<file path="src/rtl/spi_sel_pkg.sv">
package spi_sel_pkg;

    typedef enum logic [1:0] {
        SEL_IDLE   = 2'd0,
        SEL_ACTIVE = 2'd1,
        SEL_ARMED  = 2'd2
    } sel_state_t;

endpackage

</file>
<file path="src/rtl/spi_sel_sync.sv">
module spi_sel_sync #(
    parameter int   STAGES      = 2,
    parameter logic RESET_LEVEL = 1'b1
) (
    input  logic clk,
    input  logic rst_n,
    input  logic d_i,
    output logic q_o
);
    logic [STAGES-1:0] chain_q;

    generate
        if (STAGES == 1) begin : g_single
            always_ff @(posedge clk or negedge rst_n) begin
                if (!rst_n) chain_q <= RESET_LEVEL;
                else        chain_q <= d_i;
            end
        end else begin : g_multi
            always_ff @(posedge clk or negedge rst_n) begin
                if (!rst_n) chain_q <= {STAGES{RESET_LEVEL}};
                else        chain_q <= {chain_q[STAGES-2:0], d_i};
            end
        end
    endgenerate

    assign q_o = chain_q[STAGES-1];
endmodule

</file>
<file path="src/rtl/spi_sel_source.sv">
module spi_sel_source (
    input  logic pin_sync_i,
    input  logic sw_manage_i,
    input  logic sw_level_i,
    output logic ss_int_o,
    output logic pin_free_o
);
    always_comb begin
        pin_free_o = sw_manage_i;
        ss_int_o   = sw_manage_i ? sw_level_i : pin_sync_i;
    end
endmodule

</file>
<file path="src/rtl/spi_sel_fsm.sv">
module spi_sel_fsm
    import spi_sel_pkg::*;
(
    input  logic clk,
    input  logic rst_n,
    input  logic ss_int_i,
    input  logic master_i,
    input  logic cpha_i,
    input  logic load_i,
    input  logic byte_done_i,
    output logic load_accept_o,
    output logic collide_o
);
    sel_state_t state_q, state_d;
    logic       strict;

    assign strict = !master_i && !cpha_i;

    always_ff @(posedge clk or negedge rst_n) begin
        if (!rst_n) state_q <= SEL_IDLE;
        else        state_q <= state_d;
    end

    always_comb begin
        state_d = state_q;
        unique case (state_q)
            SEL_IDLE: begin
                if (!ss_int_i) state_d = (byte_done_i && strict) ? SEL_ARMED : SEL_ACTIVE;
            end
            SEL_ACTIVE: begin
                if (ss_int_i)                    state_d = SEL_IDLE;
                else if (byte_done_i && strict)  state_d = SEL_ARMED;
            end
            SEL_ARMED: begin
                if (ss_int_i)     state_d = SEL_IDLE;
                else if (!strict) state_d = SEL_ACTIVE;
            end
            default: state_d = SEL_IDLE;
        endcase
    end

    always_comb begin
        collide_o = 1'b0;
        unique case (state_q)
            SEL_IDLE, SEL_ACTIVE: collide_o = 1'b0;
            SEL_ARMED:            collide_o = load_i && strict && !ss_int_i;
            default:              collide_o = 1'b0;
        endcase
        load_accept_o = load_i && !collide_o;
    end

    // armed only right after a byte end or while already armed
    a_r8_arm_source: assert property (@(posedge clk) disable iff (!rst_n)
        (state_q == SEL_ARMED) |-> ($past(byte_done_i) || $past(state_q == SEL_ARMED)));
    // relaxed phase or master never discards a write
    a_r9_relaxed_accept: assert property (@(posedge clk) disable iff (!rst_n)
        ((cpha_i || master_i) && load_i) |-> load_accept_o);
    // a deselected unit never discards a write
    a_r11_high_accept: assert property (@(posedge clk) disable iff (!rst_n)
        (ss_int_i && load_i) |-> load_accept_o);
endmodule

</file>
<file path="src/rtl/spi_sticky_flag.sv">
module spi_sticky_flag (
    input  logic clk,
    input  logic rst_n,
    input  logic set_i,
    input  logic clr_i,
    output logic flag_o
);
    always_ff @(posedge clk or negedge rst_n) begin
        if (!rst_n)      flag_o <= 1'b0;
        else if (set_i)  flag_o <= 1'b1;
        else if (clr_i)  flag_o <= 1'b0;
    end
endmodule

</file>
<file path="src/rtl/spi_sel_ctrl.sv">
module spi_sel_ctrl #(
    parameter int SYNC_STAGES = 2
) (
    input  logic clk,
    input  logic rst_n,
    input  logic ss_pin_i,
    input  logic sw_manage_i,
    input  logic sw_level_i,
    input  logic master_i,
    input  logic cpha_i,
    input  logic load_i,
    input  logic byte_done_i,
    input  logic wcol_clr_i,
    input  logic modf_clr_i,
    output logic ss_int_o,
    output logic pin_free_o,
    output logic load_accept_o,
    output logic wcol_o,
    output logic modf_o
);
    logic pin_sync;
    logic collide;
    logic fault;

    spi_sel_sync #(.STAGES(SYNC_STAGES), .RESET_LEVEL(1'b1)) u_sync (
        .clk(clk), .rst_n(rst_n), .d_i(ss_pin_i), .q_o(pin_sync)
    );

    spi_sel_source u_source (
        .pin_sync_i(pin_sync), .sw_manage_i(sw_manage_i), .sw_level_i(sw_level_i),
        .ss_int_o(ss_int_o), .pin_free_o(pin_free_o)
    );

    spi_sel_fsm u_fsm (
        .clk(clk), .rst_n(rst_n), .ss_int_i(ss_int_o), .master_i(master_i),
        .cpha_i(cpha_i), .load_i(load_i), .byte_done_i(byte_done_i),
        .load_accept_o(load_accept_o), .collide_o(collide)
    );

    assign fault = master_i && !ss_int_o;

    spi_sticky_flag u_wcol (
        .clk(clk), .rst_n(rst_n), .set_i(collide), .clr_i(wcol_clr_i), .flag_o(wcol_o)
    );

    spi_sticky_flag u_modf (
        .clk(clk), .rst_n(rst_n), .set_i(fault), .clr_i(modf_clr_i), .flag_o(modf_o)
    );

    // a discarded write raises the collision flag
    a_r7_wcol_set: assert property (@(posedge clk) disable iff (!rst_n)
        (load_i && !load_accept_o) |=> wcol_o);
    // collision flag holds without a clear
    a_r10_wcol_sticky: assert property (@(posedge clk) disable iff (!rst_n)
        (wcol_o && !wcol_clr_i) |=> wcol_o);
    // master seeing a low select raises mode fault
    a_r5_modf_set: assert property (@(posedge clk) disable iff (!rst_n)
        (master_i && !ss_int_o) |=> modf_o);
    // mode fault holds without a clear
    a_r6_modf_sticky: assert property (@(posedge clk) disable iff (!rst_n)
        (modf_o && !modf_clr_i) |=> modf_o);

    generate
        if (SYNC_STAGES == 2) begin : g_lag_check
            logic [1:0] warm_q;
            always_ff @(posedge clk or negedge rst_n) begin
                if (!rst_n)              warm_q <= 2'd0;
                else if (warm_q != 2'd3) warm_q <= warm_q + 2'd1;
            end
            // pin reaches the internal select two edges later
            a_r2_pin_lag: assert property (@(posedge clk) disable iff (!rst_n)
                (warm_q == 2'd3 && !sw_manage_i) |-> (ss_int_o == $past(ss_pin_i, 2)));
        end
    endgenerate
endmodule

</file>
<file path="config.mk">
export PLATFORM = sky130hd
export DESIGN_NAME = spi_sel_ctrl
export DESIGN_NICKNAME = d
export VERILOG_FILES = /design/src/rtl/spi_sel_pkg.sv /design/src/rtl/spi_sel_sync.sv /design/src/rtl/spi_sel_source.sv /design/src/rtl/spi_sel_fsm.sv /design/src/rtl/spi_sticky_flag.sv /design/src/rtl/spi_sel_ctrl.sv
export SDC_FILE = /design/constraint.sdc
export NUM_CORES = 1
export LEC_CHECK = 0
export ABC_CLOCK_PERIOD_IN_PS = 1400
export BUFFER_PORTS_ARGS = -buffer_cell sky130_fd_sc_hd__buf_2
export CAP_MARGIN = 20
export CORE_AREA = 5 5 42 44
export DETAILED_ROUTE_END_ITERATION = 8
export DIE_AREA = 0 0 47 49
export GPL_TIMING_DRIVEN = 0
export HOLD_SLACK_MARGIN = 0.15
export PLACE_DENSITY = 0.54
export SYNTH_ARGS = -nofsm -noshare
export SYNTH_HDL_FRONTEND = slang
export SYNTH_SLANG_ARGS = --single-unit
</file>
<file path="constraint.sdc">
create_clock -name clk -period 1.4 [get_ports clk]
set_input_delay 0.07 -clock clk [delete_from_list [all_inputs] [get_ports clk]]
set_output_delay 0.07 -clock clk [all_outputs]
set_load 0.05 [all_outputs]
</file>
==> out/metrics.cfg <==
[route]
wire_per_inst_um = 8.64
via_count = 262
finalWirelength_um = 570
ant_nets = 0
drt_iter0_markers = 5
drc = 0
vias_per_cell = 3.97
first_pass_iters = 4

[floorplan]
die_w_um = 47
io_pins = 16
start_util_pct = 19.4
rows = 14
dieArea_um2 = 2300
core_um2 = 1400
die_height_um = 49

[yosys]
synth_area_per_cell_um2 = 10.9
ys_seq_area_share_pct = 56.2
synth_adder_area_share_pct = 0
ys_ff_latch = 6
synth_xor_xnor_area_share_pct = 0
synth_compound_gate_area_share_pct = 12.4
muxShareOfSynthArea_pct = 8.29
synth_nets = 36
yosysWarnings = 0
synthCells = 25
synth_cell_types = 15
synth-simple-area-share_pct = 13.4
synth_area_um2 = 272
synth_top_family_by_area = simple AND/OR/NAND/NOR gates

[timing]
fin_tns_setup_ns = 0
hold_ws_ns = 0.164
setup-violations-final = 0
worst_pin_slew_ns = 0.234
relSlewSlack_pct = 84.0
fin_skew_ns = 0.000358
hold_violations = 0
fin_crit_ns = 1.33
rsz0062_at_grt = false
min_period_over_period_pct = 94.9
slew_viol_final = 0
fmax_mhz = 753

[clock_network]
cts_tree = built
cts_setup_buffers = 0
cts_buffers = 3
cts-root-buf = clkbuf_4
cts_sinks = 6
cts_buffer_depth = 2
clk_pin_slew_ns = 0.04
htreeDepth = 1
clkLatencyLatePin_ns = 0.24

[finish]
drive_gt1_share_pct = 52.0
diodes = 0
multi_input_area_um2 = 101
final_area_um2 = 468
regArea_um2 = 153
layout_common_cells = buf_2, dlygate4sd3_1, inv_1, dfrtp_1, clkbuf_4
fin_nets = 63
final_common_cell = buf_2
nFillCells = 153
area_growth_pct = 72.4

[setup_path]
crit_path_max_fanout = 5
endpoint_kind = output pin
critPathLaunch = u_sync.chain_q[1]
max_stage_delay_ns = 0.53
path_class = register to output pin
cp_slowest_cell = dfstp_2
cp.required_ns = 1.33
cp_cell_sequence = mux2i_4 > a31oi_2 > buf_2
cp.arrival_ns = 1.26
timing.rr.start = u_sync.chain_q[1]
cp-start-kind = register

[hold_path]
worstHoldStart = master_i
holdCritPathClass = primary input to register

[flow_run]
maxCapViolCount = 0

[global_route]
grt_max_degree = 7
overflow = 0
grt_pass1_wl_um = 903
antenna_found_initial = 0
grt_pass1_vias = 238
track_usage_pct = 5.97

[placement]
port_buffers = 15
place_area_um2 = 373
gp_congestion = 0.614
post-dp-hpwl_um = 446

[pwr]
powerDensity_nw_per_um2 = 960
p_leak_nw = 0.221
max-vdd-ir-drop_mv = 0.487

[status]
status = complete, no violations

flip-flops by register name, summed over array words and instances (netlist names):
signal          count
u_sync.chain_q      2
u_modf.flag_o       1
u_wcol.flag_o       1
u_fsm.state_q       2
critical path, delay by kind of cell (launching register included):
kind,cells,cell delay [ns]
AO/OA/AOI/OAI,1,0.12
buffers and inverters,1,0.28
flip-flops,1,0.53
multiplexers,1,0.08
synthesized netlist by cell type (all sizes together):
cell   number  area, um^2
a21oi       2        10.0
a31oi       1        6.26
buf         1        7.51
dfrtp       4         100
dfstp       2        52.6
inv         5        18.8
mux2i       1        22.5
nand2       1        3.75
nand4       1        6.26
nor2        2        7.51
nor2b       1        6.26
nor4        1        12.5
o21a        1        7.51
o21ai       2        10.0
area by class of cell:
class / instances / share of cell area [%]
Sequential cell: 6 / 32.6
Tap cell: 16 / 4.28
Buffer: 1 / 1.60
Inverter: 5 / 4.01
Multi-Input combinational cell: 13 / 21.7
Timing Repair Buffer: 22 / 31.0
Clock buffer: 3 / 4.81
cells by family (layout without fill, tap and decap cells):
group / after synthesis / after routing
compound gates: 6 / 6
flops: 6 / 6
simple gates: 6 / 6
buf+inv: 6 / 31
mux: 1 / 1
where the power goes:
part	internal [mW]	total (mW)	leakage (nW)	switching [mW]
registers	0.186	0.191	0.0728	0.00479
logic	0.0435	0.104	0.134	0.0603
clock network	0.0966	0.155	0.0138	0.0579
total	0.326	0.449	0.221	0.123
final timing paths:
kind,cells after the start,slack (ns),to
hold / removal,4,0.16,u_wcol.flag_o
setup / recovery,3,0.07,load_accept_o
max in group asynchronous,2,1.00,u_sync.chain_q[0]
hold reg to reg,0,0.35,u_sync.chain_q[1]
min in group asynchronous,2,0.18,u_wcol.flag_o
setup reg to reg,3,0.46,u_fsm.state_q[1]
through the flow:
step / setup slack, ns / utilization (%) / total power, mW / cells
2_1_floorplan: 0.233 / - / 0.250 / 25
3_3_place_gp: 0.319 / 26.6 / 0.282 / 56
3_5_place_dp: 0.320 / 26.6 / 0.283 / 56
4_1_cts: 0.0181 / 33.2 / 0.461 / 66
5_1_grt: 0.0113 / 33.4 / 0.486 / 66
6_report: 0.0717 / 33.4 / 0.449 / 66
metal layers:
layer | share of wire [%] | track usage, % | up-vias | routed length (um)
met1 | 43 | 6.09 | 115 | 245
met3 | 15 | 5.90 | 0 | 83
li1 | - | - | 132 | -
met4 | 0 | 4.15 | 0 | 0
met5 | 0 | 0 | - | 0
met2 | 42 | 7.24 | 15 | 240
what timing repair did:
item | in CTS | in global routing
hold buffers | 7 | 0
resized for setup | 0 | 1
hold endpoints to repair | 10 | 0
endpoints found under the setup margin | 0 | 1
No activity file was read; power rests on OpenSTA's default activity.
